`src/rtl/kwu_pkg.sv`:
```
// Package: shared widths, register offsets and line roles for the key
// wake-up controller. Assumes byte-wide registers on an 8-bit offset bus.
package kwu_pkg;
    localparam int DATA_W      = 8;
    localparam int ADDR_W      = 8;
    localparam int SYNC_STAGES = 2;
    localparam int SDA_IDX     = 6;
    localparam int SCL_IDX     = 7;

    localparam logic [ADDR_W-1:0] OFS_CTL_G  = 8'h2C;
    localparam logic [ADDR_W-1:0] OFS_EN_H   = 8'h2D;
    localparam logic [ADDR_W-1:0] OFS_FLAG_G = 8'h2E;
    localparam logic [ADDR_W-1:0] OFS_FLAG_H = 8'h2F;

    typedef enum logic [2:0] {
        REG_NONE,
        REG_CTL_G,
        REG_EN_H,
        REG_FLAG_G,
        REG_FLAG_H
    } reg_sel_e;

    // Map an offset to the register it selects.
    function automatic reg_sel_e decode_ofs(input logic [ADDR_W-1:0] ofs);
        case (ofs)
            OFS_CTL_G:  return REG_CTL_G;
            OFS_EN_H:   return REG_EN_H;
            OFS_FLAG_G: return REG_FLAG_G;
            OFS_FLAG_H: return REG_FLAG_H;
            default:    return REG_NONE;
        endcase
    endfunction
endpackage

```
`src/rtl/kwu_sync.sv`:
```
// Module: multi-stage synchronizer for a vector of asynchronous lines.
// Assumes the lines idle high, so every stage resets to all ones and a
// line that is high at reset release produces no false falling edge.
module kwu_sync #(
    parameter int W      = 8,
    parameter int STAGES = 2
) (
    input  logic         clk,
    input  logic         rst_n,
    input  logic [W-1:0] din,
    output logic [W-1:0] dout
);
    logic [W-1:0] stg_q [STAGES];

    // Shift the sampled lines through the stage chain.
    always_ff @(posedge clk) begin
        if (!rst_n) begin
            for (int s = 0; s < STAGES; s++) stg_q[s] <= '1;
        end else begin
            stg_q[0] <= din;
            for (int s = 1; s < STAGES; s++) stg_q[s] <= stg_q[s-1];
        end
    end

    assign dout = stg_q[STAGES-1];
endmodule

```
`src/rtl/kwu_edge_det.sv`:
```
// Module: per-line falling-edge detector working on synchronized levels.
// With START_EN set, line SDA can instead report an I2C START (SDA falls
// while SCL is high), and line SCL never reports an event itself.
// Assumes lvl is already synchronous to clk and idles high.
module kwu_edge_det #(
    parameter int W        = 8,
    parameter bit START_EN = 1'b0,
    parameter int SDA      = 6,
    parameter int SCL      = 7
) (
    input  logic         clk,
    input  logic         rst_n,
    input  logic [W-1:0] lvl,
    input  logic         start_mode,
    output logic [W-1:0] evt
);
    for (genvar i = 0; i < W; i++) begin : g_line
        if (START_EN && i == SCL) begin : g_qual
            // The SCL line only qualifies the SDA line; it raises no event.
            assign evt[i] = 1'b0;
        end else begin : g_det
            logic prev_q;
            logic fall;

            // Hold last cycle's level for edge comparison.
            always_ff @(posedge clk) begin
                if (!rst_n) prev_q <= 1'b1;
                else        prev_q <= lvl[i];
            end

            assign fall = prev_q & ~lvl[i];

            if (START_EN && i == SDA) begin : g_start
                // Pick the plain edge or the SCL-qualified START.
                always_comb begin
                    if (start_mode) evt[i] = fall & lvl[SCL];
                    else            evt[i] = fall;
                end

                AST_START_QUAL: assert property (@(posedge clk) disable iff (!rst_n)
                    (start_mode && evt[i]) |-> (lvl[SCL] && $past(lvl[i]) && !lvl[i]));
                AST_PLAIN_FALL: assert property (@(posedge clk) disable iff (!rst_n)
                    (!start_mode && $fell(lvl[i])) |-> evt[i]);
            end else begin : g_plain
                assign evt[i] = fall;
            end
        end
    end
endmodule

```
`src/rtl/kwu_flag_bank.sv`:
```
// Module: bank of sticky event flags, cleared by a write-one mask.
// Assumes evt and clr are single-cycle pulses; an event outranks a clear.
module kwu_flag_bank #(
    parameter int W = 8
) (
    input  logic         clk,
    input  logic         rst_n,
    input  logic [W-1:0] evt,
    input  logic [W-1:0] clr,
    output logic [W-1:0] flags
);
    logic [W-1:0] flags_q;

    // Clear the selected bits, then let new events set theirs.
    always_ff @(posedge clk) begin
        if (!rst_n) flags_q <= '0;
        else        flags_q <= (flags_q & ~clr) | evt;
    end

    assign flags = flags_q;

    AST_EVT_WINS: assert property (@(posedge clk) disable iff (!rst_n)
        (|evt) |=> ((flags_q & $past(evt)) == $past(evt)));
    AST_W1C_CLEARS: assert property (@(posedge clk) disable iff (!rst_n)
        (|(clr & ~evt)) |=> ((flags_q & $past(clr & ~evt)) == '0));
    AST_NO_SPONT_SET: assert property (@(posedge clk) disable iff (!rst_n)
        ((flags_q & ~$past(flags_q) & ~$past(evt)) == '0));
endmodule

```
`src/rtl/kwu_irq_ctrl.sv`:
```
// Module: key wake-up interrupt controller top. Holds the enable and mode
// registers, decodes the register bus, synchronizes both line groups,
// detects events, keeps flags and forms the combined interrupt request.
// Assumes a single-cycle bus: a write commits at the rising edge where
// bus_sel and bus_wr are high; reads are combinational.
module kwu_irq_ctrl
    import kwu_pkg::*;
(
    input  logic              clk,
    input  logic              rst_n,
    input  logic              bus_sel,
    input  logic              bus_wr,
    input  logic [ADDR_W-1:0] bus_addr,
    input  logic [DATA_W-1:0] bus_wdata,
    output logic [DATA_W-1:0] bus_rdata,
    input  logic [DATA_W-1:0] pin_g,
    input  logic [DATA_W-1:0] pin_h,
    output logic              irq_req,
    output logic              g_open_drain
);
    localparam logic [DATA_W-1:0] G_EVT_MASK = ~(DATA_W'(1) << SCL_IDX);

    reg_sel_e          sel;
    logic              wr_en;
    logic [DATA_W-1:0] ctl_g_q, en_h_q;
    logic [DATA_W-1:0] sync_g, sync_h;
    logic [DATA_W-1:0] evt_g, evt_h;
    logic [DATA_W-1:0] clr_g, clr_h;
    logic [DATA_W-1:0] flag_g, flag_h;
    logic [DATA_W-1:0] en_g_eff;
    logic              start_mode;

    assign sel        = decode_ofs(bus_addr);
    assign wr_en      = bus_sel & bus_wr;
    assign start_mode = ctl_g_q[SCL_IDX];
    assign en_g_eff   = ctl_g_q & G_EVT_MASK;

    // Update the enable and mode registers on bus writes.
    always_ff @(posedge clk) begin
        if (!rst_n) begin
            ctl_g_q <= '0;
            en_h_q  <= '0;
        end else if (wr_en) begin
            if (sel == REG_CTL_G) ctl_g_q <= bus_wdata;
            if (sel == REG_EN_H)  en_h_q  <= bus_wdata;
        end
    end

    // Form the write-one clear masks for both flag banks.
    always_comb begin
        clr_g = '0;
        clr_h = '0;
        if (wr_en && sel == REG_FLAG_G) clr_g = bus_wdata;
        if (wr_en && sel == REG_FLAG_H) clr_h = bus_wdata;
    end

    // Return the addressed register on a read.
    always_comb begin
        bus_rdata = '0;
        if (bus_sel && !bus_wr) begin
            case (sel)
                REG_CTL_G:  bus_rdata = ctl_g_q;
                REG_EN_H:   bus_rdata = en_h_q;
                REG_FLAG_G: bus_rdata = flag_g;
                REG_FLAG_H: bus_rdata = flag_h;
                default:    bus_rdata = '0;
            endcase
        end
    end

    kwu_sync #(.W(DATA_W), .STAGES(SYNC_STAGES)) u_sync_g (
        .clk(clk), .rst_n(rst_n), .din(pin_g), .dout(sync_g));
    kwu_sync #(.W(DATA_W), .STAGES(SYNC_STAGES)) u_sync_h (
        .clk(clk), .rst_n(rst_n), .din(pin_h), .dout(sync_h));

    kwu_edge_det #(.W(DATA_W), .START_EN(1'b1), .SDA(SDA_IDX), .SCL(SCL_IDX)) u_det_g (
        .clk(clk), .rst_n(rst_n), .lvl(sync_g), .start_mode(start_mode), .evt(evt_g));
    kwu_edge_det #(.W(DATA_W), .START_EN(1'b0), .SDA(SDA_IDX), .SCL(SCL_IDX)) u_det_h (
        .clk(clk), .rst_n(rst_n), .lvl(sync_h), .start_mode(1'b0), .evt(evt_h));

    kwu_flag_bank #(.W(DATA_W)) u_flags_g (
        .clk(clk), .rst_n(rst_n), .evt(evt_g), .clr(clr_g), .flags(flag_g));
    kwu_flag_bank #(.W(DATA_W)) u_flags_h (
        .clk(clk), .rst_n(rst_n), .evt(evt_h), .clr(clr_h), .flags(flag_h));

    assign irq_req      = (|(flag_g & en_g_eff)) | (|(flag_h & en_h_q));
    assign g_open_drain = start_mode;

    AST_IRQ_NEEDS_EN: assert property (@(posedge clk) disable iff (!rst_n)
        irq_req |-> (|(ctl_g_q & G_EVT_MASK) || |en_h_q));
    AST_EN_HOLD: assert property (@(posedge clk) disable iff (!rst_n)
        !wr_en |=> ($stable(ctl_g_q) && $stable(en_h_q)));
    AST_SCL_NO_FLAG: assert property (@(posedge clk) disable iff (!rst_n)
        !flag_g[SCL_IDX]);
endmodule

```
`config.mk`:
```
export PLATFORM = sky130hd
export DESIGN_NAME = kwu_irq_ctrl
export DESIGN_NICKNAME = d
export VERILOG_FILES = /design/src/rtl/kwu_pkg.sv /design/src/rtl/kwu_sync.sv /design/src/rtl/kwu_edge_det.sv /design/src/rtl/kwu_flag_bank.sv /design/src/rtl/kwu_irq_ctrl.sv
export SDC_FILE = /design/constraint.sdc
export NUM_CORES = 1
export LEC_CHECK = 0
export BUFFER_PORTS_ARGS = -buffer_cell sky130_fd_sc_hd__clkbuf_2
export CAP_MARGIN = 15
export CORE_ASPECT_RATIO = 0.5
export CORE_MARGIN = 2
export CORE_UTILIZATION = 40
export CTS_CLUSTER_SIZE = 24
export DETAILED_ROUTE_END_ITERATION = 7
export GPL_TIMING_DRIVEN = 0
export PLACE_DENSITY = 0.58
export SLEW_MARGIN = 30
export SYNTH_ARGS = -nofsm -noshare
export SYNTH_HDL_FRONTEND = slang
export SYNTH_SLANG_ARGS = --single-unit
```
`constraint.sdc`:
```
create_clock -name clk -period 1.8 [get_ports clk]
set_clock_uncertainty 0.15 [all_clocks]
set_input_delay 0.09 -clock clk [delete_from_list [all_inputs] [get_ports clk]]
set_output_delay 0.09 -clock clk [all_outputs]
set_load 0.005 [all_outputs]
```
== After elaboration in Yosys (flattened, before gate mapping) ==
Memories as Yosys holds them, arrays and structs flattened.
Cells that the tools add are included.
Word-level totals
  flip-flop bits (word level): 47
  RAM bits: 32
  output and inout bits: 10
  input port bits: 36
  word-level logic and storage cells: 94
  memories kept: 2
Cells by class
  reduce and logical (&&, ||, !) cells: 8
  equal/unequal tests: 8
  muxes and demuxes: 12
  bitwise operators: 45
Memories
  u_sync_g.stg_q: depth 2, width 8, rd ports 2, clocked after Yosys merged registers in 0, write ports 2, RTL line kwu_sync.sv:13  | logic [W-1:0] stg_q [STAGES];
  u_sync_h.stg_q: depth 2, width 8, rd ports 2, clocked after Yosys merged registers in 0, write ports 2, RTL line kwu_sync.sv:13
Operators by type and width (number)
  8-bit two-way mux: 7
  8-bit by 6-bit equality test with 1-bit output (second input constant): 4
  8-bit case mux with 4 select lines: 1
  8-bit AND: 3
  1-bit AND: 17
  8-bit inverter: 2
  8-bit OR reduction: 2
  1-bit inverter: 15
  3-bit case mux with 4 select lines: 1
  8-bit by 7-bit AND with 8-bit output: 1
  8-bit by 7-bit OR with 8-bit output: 1
  8-bit OR: 1
  3-bit by 2-bit equality test with 1-bit output (second input constant): 2
  1-bit OR: 5
  2-bit AND reduction: 2
  3-bit by 1-bit equality test with 1-bit output (second input constant): 1
  3-bit equality test (second input constant): 1
  1-bit logical AND: 3
  1-bit two-way mux: 3
  1-bit zero test: 1

== Depth between registers and ports, before layout ==
Gate-level depths: netlist of run 1.
  depth in word-level cells: 8
  mapped depth: 5

== By module ==
From an unflattened synthesis of run 1, not the netlist that was laid out.
Unflattened totals
  cell total of the unflattened synthesis: 308
  area total of the unflattened synthesis: 3417.0 um2
Modules (own cells, without submodules)
  kwu_irq_ctrl: area each 1133.6 um2, cells each 114, instances 1
  kwu_sync: area each 491.7 um2, cells each 41, instances 2
  kwu_flag_bank: area each 337.8 um2, cells each 25, instances 2
  kwu_edge_det (u_det_h): area each 320.3 um2, cells each 32, instances 1
  kwu_edge_det (u_det_g): area each 304.0 um2, cells each 30, instances 1

== Least setup slack after synthesis of run 1 ==
No wires, ideal clock.
  kind: in2out
  start: input bus_addr[1]
  end: output bus_rdata[5]
  cell stages on the path: 4
  path slack: 490 ps
  arrival: 1070 ps
  cells stage by stage: buf_6 -> buf_2 -> mux4_2 -> nor2b_1
On the way
  word-level cells in the longest chain between the ends: 5
  elaborated cells between the ends (all ways): 11
  those cells by class: eq/ne (8); mux (3)
Ends and longest elaborated chain
  from (decl): RTL line kwu_irq_ctrl.sv:13  | input logic [ADDR_W-1:0] bus_addr,
  8-bit by 6-bit equality test with 1-bit output: RTL line kwu_pkg.sv:25  | case (ofs)
  3-bit case mux with 4 select lines (*): RTL line kwu_pkg.sv:25
  3-bit equality test, or another cell as far along: RTL line kwu_irq_ctrl.sv:61  | case (sel)
  8-bit case mux with 4 select lines (*): RTL line kwu_irq_ctrl.sv:61
  8-bit two-way mux (*): RTL line kwu_irq_ctrl.sv:60  | if (bus_sel && !bus_wr) begin
  to (decl): RTL line kwu_irq_ctrl.sv:15  | output logic [DATA_W-1:0] bus_rdata,
Every way passes the cells marked *; elsewhere a longest branch is shown, timed or not.

== Worst setup path in the final report of run 1 ==
  start: register u_flags_g.flags_q[3], in the netlist u_flags_g.flags[3]
  end: output bus_rdata[3]
On the way
  word-level cells in the longest chain between the ends: 2
Ends and longest elaborated chain
  from (decl): RTL line kwu_flag_bank.sv:12  | logic [W-1:0] flags_q;
  from (signal assigned): RTL line kwu_flag_bank.sv:17  | else flags_q <= (flags_q & ~clr) | evt;
  8-bit case mux with 4 select lines: RTL line kwu_irq_ctrl.sv:61
  8-bit two-way mux: RTL line kwu_irq_ctrl.sv:60
No other way between the ends.

==> out/results.ini, run 1 <==
[sta]
setup_tns_ps = 0
fmax_mhz = 597
fin_ws_ps = 125
hold_violations = 0
rsz0062_at_grt = false
min_period_ps = 1680
worstMarginPinSlew_ps = 784
fin_crit_sh_pct = 93.1
drv_slew = 0
finalSetupViolCount = 0
whs_ps = 28.9
relSlewSlack_pct = 47.4

[power]
power_leakage_nw = 1.64
pwr-share-comb_pct = 7.1
p_clk_share_pct = 45.7
p_per_area_nw_per_um2 = 959
p_int_w = 0.00305
p_total_w = 0.00390
p_sw_w = 0.000847
switching_share_pct = 21.7
irDropWorstVdd_mv = 0.445
share_seq_of_total_power_pct = 47.2

[synth]
synth.avg_cell_area_sq_um = 10.8
seq_area_frac_synth_pct = 52.3
syn_area_sq_um = 3030
synth_cells = 281
synth_top_area_share_pct = 52.3
synth_area_leader_cell = dfxtp_1
ys_warn_count = 0
yosysUniqueCellTypes = 32
synth.net_count = 317
synth_seq_cells = 79
synth_area_leaders = dfxtp_1, nand2b_1, mux2i_1

[clock_network]
cts_tree = done
cts_sinks = 79
postCtsSetupRepairBufs = 0
cts-buffers-inserted = 9
root_buffer = clkbuf_16
worstSkewPairLatency_ps = 330
htree_levels = 3
path_clk_slew_ps = 60
clockBufferDepth = 2

[floorplan]
die_h_um = 65.5
die_x_um = 127
num_rows = 22
boundaryPins = 46
start_util_pct = 41.3
die-area_sq_um = 8320
core_sq_um = 7320

[global_route]
grt_pass1_vias = 2279
busiest_layer = met2
grtUsageMet3_pct = 4.89
grt_overflow = 0
grt_max_degree = 15
track_usage_pct = 17.6
use_met2_pct = 28.1
grt_pass1_wl_um = 11300
grt.met1_usage_pct = 23.7
antenna_found_initial = 0

[layout]
diodes = 0
layout_commonest_cell = dfxtp_1
syn_to_final_growth_pct = 34.3
finalNetCount = 411
utilization_pct = 55.5
drive_gt1_share_pct = 19.2
fillers = 677
final_cell_mix = dfxtp_1, nand2b_1, clkbuf_2

[setup_path]
worst_setup_path_start_kind = register
crit_fanout = 3
r2r_cells = 3
crit_type = reg -> out
cp-end-kind = primary output
crit_required_ps = 1560
worst-endpoint-arrival_ps = 1440

[route]
routed_wl_um = 6620
drc = 0
wl_per_cell_um = 13.9
first_pass_iters = 4
ant_nets = 0
num_vias = 2286
drt_iter0_drc = 126
via_per_inst = 4.80

[hold_path]
min-delay-path-class = in -> reg
holdPathStages = 3

[place]
port_buffers = 42
place_hpwl_um = 4820
gp_congestion = 0.884
pre_cts_slack_ps = 156

[job]
drv_cap = 0

[outcome]
status = finished clean

layout make-up:
| type | instances | area [sq um] | share of cell area (%) |
|---|---|---|---|
| clock buffers | 10 | 229 | 5.63 |
| clock inverters | 6 | 68.8 | 1.69 |
| plain buffers | 18 | 92.6 | 2.28 |
| repair buffers | 83 | 621 | 15.3 |
| well taps | 96 | 120 | 2.96 |
| multi-input cells | 182 | 1340 | 33.1 |
| flip-flops and latches | 79 | 1580 | 38.9 |
| inverters | 2 | 7.51 | 0.185 |
Yosys cell counts, drive strengths merged:
library cell	count
o41ai	1
nor3	1
or4	2
a22oi	4
o311ai	8
mux4	8
a21oi	7
buf	8
a22o	1
and3	1
nand4bb	1
dfxtp	79
nand4	1
mux2i	16
nand4b	1
a21boi	1
a222oi	1
nand3b	9
nand2b	50
o21ai	6
inv	2
nand3	8
a221oi	1
nand2	33
nor2b	20
clkbuf	10
nor4	1
metrics by stage:
stage | cell area (sq um) | std cells
2_1_floorplan | 3030 | 281
3_3_place_gp | 3360 | 419
3_5_place_dp | 3360 | 419
4_1_cts | 4060 | 476
5_1_grt | 4060 | 476
6_report | 4060 | 476
worst max-delay path, cell delays in order, from the launching register on:
cell and delay, ps:
dfxtp_1 330, mux4_1 510, nor2b_1 150, clkbuf_2 120
metal layers:
layer / wire [um] / up-vias
li1: - / 1153
met1: 3210 / 1052
met2: 2890 / 74
met3: 469 / 7
met4: 55 / 0
met5: 0 / -
worst paths after layout:
path	startpoint	endpoint	slack, ps
setup / recovery	u_flags_g.flags[3]$_SDFF_PN0_	bus_rdata[3]	120
hold / removal	bus_addr[0]	ctl_g_q[5]$_SDFFE_PN0P_	30
setup reg to reg	u_det_g.g_line[0].g_det.prev_q$_SDFF_PN1_	u_flags_g.flags[0]$_SDFF_PN0_	840
hold reg to reg	u_sync_h.stg_q[0][2]$_SDFF_PN1_	u_sync_h.stg_q[0][10]$_SDFF_PN1_	260
power by group through the flow:
stage	Clock [W]	Combinational, W	Sequential, W
3_5_place_dp	0	0.000211	0.00188
2_1_floorplan	0	0.000135	0.00186
3_3_place_gp	0	0.000206	0.00188
6_report	0.00178	0.000278	0.00184
4_1_cts	0.00181	0.000279	0.00184
5_1_grt	0.00189	0.000308	0.00185
logic make-up after synthesis:
kind of cell / count (synthesis) / synth area share [%]
DFF: 79 / 52.3
AOI/OAI and AO/OA: 30 / 6.91
buffers and inverters: 20 / 3.31
and+or+nand+nor: 128 / 25.9
muxes: 24 / 11.6
what timing repair did:
| item | 4_1_cts | 5_1_grt |
|---|---|---|
| gates resized for setup | 0 | 1 |
| hold buffers | 41 | 0 |
| hold endpoints to repair | 65 | 0 |
| setup endpoints to repair | 0 | 1 |
registers in the layout, summed over array words and instances, names as in the netlist:
signal and count:
ctl_g_q 8, u_flags_g.flags 8, u_det_h.g_line.g_det.prev_q 8, u_flags_h.flags 8, u_det_g.g_line.g_det.prev_q 7, u_sync_h.stg_q 16, en_h_q 8, u_sync_g.stg_q 16
Power figures use the tool's default switching activity.
==> inputs of run 2 (changes only) <==
- PLACE_DENSITY: 0.58 -> 0.57
- SYNTH_HIERARCHICAL: default -> 1
==> run 2 against run 1 <==
- core utilization shrank 2.2 points
- die area increased by 12%
- synthesized cell count rose by 9.3%
- cell count increased by 5.7%
- combinational power grew 8.6%
- critical path type unchanged
- largest cell class unchanged
==> out/results.ini, run 2 <==
[sta]
hold_violations = 0
whs_ps = 104
drv_slew = 0
rsz0062_at_grt = false
relSlewSlack_pct = 51.5
fin_crit_sh_pct = 94.2
worstMarginPinSlew_ps = 721
fmax_mhz = 590
min_period_ps = 1700
finalSetupViolCount = 0

[synth]
synth_cells = 307
syn_area_sq_um = 3410
synth.net_count = 343
ys_warn_count = 6
synth.avg_cell_area_sq_um = 11.1

[layout]
diodes = 0
top_regs = u_sync_g/stg_q x16, u_sync_h/stg_q x16
syn_to_final_growth_pct = 27.3
drive_gt1_share_pct = 33.2
finalNetCount = 423
layout_commonest_cell = dfxtp_1
final_cell_mix = dfxtp_1, clkbuf_2, nand2b_1
stdcell_count = 503
fillers = 743

[place]
place_hpwl_um = 4710
port_buffers = 45
gp_congestion = 0.742
dp.cells = 464

[route]
drc = 0
wl_per_cell_um = 12.5
via_per_inst = 4.44
ant_nets = 0
num_vias = 2231
first_pass_iters = 4
routed_wl_um = 6270
drt_iter0_drc = 141

[power]
p_sw_w = 0.000833
pwr-share-comb_pct = 7.5
p_clk_share_pct = 47.1
p_int_w = 0.00321
power_leakage_nw = 1.93
p_per_area_nw_per_um2 = 932
irDropWorstVdd_mv = 0.381
share_seq_of_total_power_pct = 45.4
switching_share_pct = 20.6

[setup_path]
cp-end-kind = primary output
worst_setup_path_start_kind = register
crit_fanout = 3
worst-endpoint-arrival_ps = 1460
r2r_end = u_flags_g/flags[6]$_SDFF_PN0_
r2r_cells = 3
r2r_slack_ps = 740
crit_type = reg -> out
rr_startpoint = ctl_g_q[7]$_SDFFE_PN0P_
crit_required_ps = 1560

[clock_network]
cts-buffers-inserted = 9
cts_tree = done
htree_levels = 3
clockBufferDepth = 2
post_cts_resized = 0
root_buffer = clkbuf_16
worstSkewPairLatency_ps = 320
postCtsSetupRepairBufs = 0
path_clk_slew_ps = 60
cts-hold-fix-buffers = 24
cts_sinks = 79

[floorplan]
num_rows = 23
die_h_um = 69.3
boundaryPins = 46
core_sq_um = 8140
die-area_sq_um = 9330
start_util_pct = 41.9
die_x_um = 135

[global_route]
grt_overflow = 0
grt_pass1_vias = 2056
grt_pass1_wl_um = 10100
antenna_found_initial = 0
track_usage_pct = 13.7
grt_max_degree = 38

[outcome]
status = finished clean

[hold_path]
min-delay-path-class = in -> reg
hold_end = ctl_g_q[1]$_SDFFE_PN0P_
worstHoldStart = bus_addr[1]
holdPathStages = 4

[job]
drv_cap = 0

==> run 2: layout make-up <==
| type | instances | area, sq um | area share, % |
|---|---|---|---|
| plain buffers | 41 | 293 | 6.74 |
| flip-flops and latches | 79 | 1580 | 36.4 |
| clock inverters | 6 | 93.8 | 2.16 |
| repair buffers | 69 | 465 | 10.7 |
| clock buffers | 9 | 225 | 5.18 |
| well taps | 112 | 140 | 3.23 |
| multi-input cells | 186 | 1540 | 35.5 |
| inverters | 1 | 3.75 | 0.0864 |
==> run 2: stage by stage <==
| step | utilization [%] | TNS, ps | total power (W) | instance area (sq um) | setup slack [ps] |
|---|---|---|---|---|---|
| 3_3_place_gp | 46.4 | -942 | 0.00213 | 3780 | -93.2 |
| 4_1_cts | 53.3 | 0 | 0.00409 | 4340 | 86.9 |
| 5_1_grt | 53.3 | 0 | 0.00419 | 4340 | 58.2 |
| 6_report | 53.3 | 0 | 0.00405 | 4340 | 105 |
| 3_5_place_dp | 46.4 | -1170 | 0.00214 | 3780 | -114 |
| 2_1_floorplan | - | 0 | 0.00204 | 3410 | 321 |
==> run 2: worst max-delay path by stage <==
stage | startpoint | slack, ps | endpoint
final | u_flags_h/flags[0]$_SDFF_PN0_ | 100 | bus_rdata[0]
after global routing | u_flags_g/flags[5]$_SDFF_PN0_ | 60 | irq_req
after CTS | u_flags_h/flags[2]$_SDFF_PN0_ | 90 | bus_rdata[2]
after detailed placement | bus_addr[1] | -110 | u_flags_g/flags[0]$_SDFF_PN0_
after global placement | bus_addr[1] | -90 | u_flags_g/flags[2]$_SDFF_PN0_
after floorplan | bus_addr[4] | 320 | u_flags_h/flags[0]$_SDFF_PN0_
==> run 2: power groups by stage <==
stage	registers [W]	logic (W)	clock network, W
after floorplan	0.00186	0.000179	0
after detailed placement	0.00188	0.000264	0
after global routing	0.00184	0.000332	0.00202
final	0.00184	0.000302	0.00191
after CTS	0.00184	0.000305	0.00195
after global placement	0.00187	0.000260	0
==> run 2: per-layer routing <==
layer	wire length (um)	global-route usage, %	share of wire (%)
met1	3120	19.7	50
met3	468	3.95	7.5
met2	2600	19.6	41
met4	86	4.91	1.4
met5	0	0	0
==> run 2: worst max-delay path: stages, from the launching register on <==
cell,delay (ps)
dfxtp_1,360
mux4_2,480
and3_1,190
clkbuf_2,110
==> inputs of run 3 (changes only) <==
- ABC_AREA: default -> 1
- CAP_MARGIN: 15 -> 10
==> run 3 against run 2 <==
- via count rose by 32%
- die area rose by 7.5%
- final area up 5.8%
- synthesized cell count is 73% higher
- worst hold slack got worse by 10 ps
- total power fell by 1.1%
- setup slack improved by 210 ps
- clock power fell by 4%
- cell count grew 46%
- flip-flop and latch count stayed put
- critical path depth increased by 7
- area after synthesis grew 7.8%
- critical endpoint is now bus_rdata[6]
==> out/results.ini, run 3 <==
[power]
power_leakage_nw = 2.47
irDropWorstVdd_mv = 0.426
p_total_w = 0.00400
p_per_area_nw_per_um2 = 870

[synth]
synth_cells = 531
synth.avg_cell_area_sq_um = 6.93
syn_area_sq_um = 3680
ys_warn_count = 6
synth.net_count = 567

[setup_path]
worst_path_max_delay_cell = buf_2
cpPeakStageDelay_ps = 280
cp-end-kind = primary output
worst_setup_path_start_kind = input port
worst-endpoint-arrival_ps = 1240
crit_fanout = 10
worstSetupStartpoint = bus_addr[6]
crit_type = in -> out
crit_family = simple AND/OR/NAND/NOR gates
rr_startpoint = u_sync_h/stg_q[0][15]$_SDFF_PN1_
worstPathCellList = clkbuf_2 > inv_1 > nand2_1 > nor2_4 > buf_2 > nand3_1 > nand2_1 > nor2_1 > nor2_1 > clkbuf_2
path_buf_inv = 4
crit_required_ps = 1560

[clock_network]
root_buffer = clkbuf_16
cts_tree = done
cts-buffers-inserted = 9
htree_levels = 3
cts_sinks = 79
path_clk_slew_ps = 60
clockBufferDepth = 2
worstSkewPairLatency_ps = 330

[route]
drt_iter0_drc = 240
ant_nets = 0
num_vias = 2950
drc = 0
first_pass_iters = 4
via_per_inst = 4.02
wl_per_cell_um = 10.8
routed_wl_um = 7930

[floorplan]
core_sq_um = 8830
die-area_sq_um = 10000
die_h_um = 71.8
die_x_um = 140
num_rows = 24
boundaryPins = 46
start_util_pct = 41.7

[place]
gp_congestion = 0.893
place_hpwl_um = 5640
place_area_sq_um = 4050
port_buffers = 45

[layout]
finalNetCount = 647
final_cell_area_sq_um = 4600
syn_to_final_growth_pct = 24.9
diodes = 0
utilization_pct = 52.1
top_regs = u_sync_g/stg_q x16, u_sync_h/stg_q x16
final_cell_mix = inv_1, nand2_1, dfxtp_1
layout_commonest_cell = inv_1
drive_gt1_share_pct = 20.6

[sta]
drv_slew = 0
rsz0062_at_grt = false
fmax_mhz = 675
hold_violations = 0
min_period_ps = 1480
fin_crit_sh_pct = 82.3
setup_tns_ps = 0
finalSetupViolCount = 0

[global_route]
grt_overflow = 0
antenna_found_initial = 0
grt_max_degree = 20
grt_pass1_vias = 2779
grt_pass1_wl_um = 13400
track_usage_pct = 17.4

[hold_path]
min-delay-path-class = in -> reg
worstHoldStart = rst_n

[outcome]
status = finished clean

[job]
drv_cap = 0

==> run 3: final timing paths <==
path / endpoint / slack (ps) / depth (start not counted)
max: bus_rdata[6] / 320 / 10
min: u_det_g/g_line[2].g_det.prev_q$_SDFF_PN1_ / 90 / 2
max reg2reg: u_flags_h/flags[7]$_SDFF_PN0_ / 790 / 5
min reg2reg: u_sync_g/stg_q[0][10]$_SDFF_PN1_ / 250 / 2
==> run 3: worst reg2reg max path, cell delays in order (launching register included) <==
cell,delay [ps]
dfxtp_1,300
buf_4,120
nor2_1,100
buf_4,110
inv_1,30
a21oi_1,140
==> run 3: cell type report <==
| class | count | area (sq um) |
|---|---|---|
| clock inverter | 7 | 80.1 |
| tap | 117 | 146 |
| fill | 900 | 4230 |
| clock buffer | 9 | 225 |
| multi-input combinational | 279 | 1260 |
| inverter | 129 | 484 |
| sequential | 79 | 1580 |
| timing repair buffer | 69 | 465 |
| buffer | 44 | 355 |
==> run 3: power breakdown <==
| part | internal (W) | total, W | leakage (nW) | switching [W] |
|---|---|---|---|---|
| clock network | 0.00109 | 0.00184 | 0.148 | 0.000744 |
| logic | 0.000160 | 0.000323 | 1.67 | 0.000163 |
| registers | 0.00181 | 0.00184 | 0.648 | 0.0000314 |
==> run 3: through the flow <==
stage                     hold WS [ps]  setup slack (ps)  instances
after floorplan                   8.65               654        531
after global placement             111               322        693
after detailed placement           114               314        693
after CTS                         93.1               334        733
after global routing               121               205        733
final                             93.7               319        733
==> run 3: layer usage <==
metal	vias up	global-route usage (%)	routed length, um
met5	-	0	0
met4	0	8.44	227
met3	18	5.21	584
met2	77	24.9	3040
met1	1171	24.1	4080
li1	1684	-	-
==> run 3: timing repair <==
action / in CTS / in global routing
hold buffers: 24 / 0
endpoints found under the hold margin: 26 / 0
gates resized for setup: 0 / 0
buffers inserted: 0 / 0
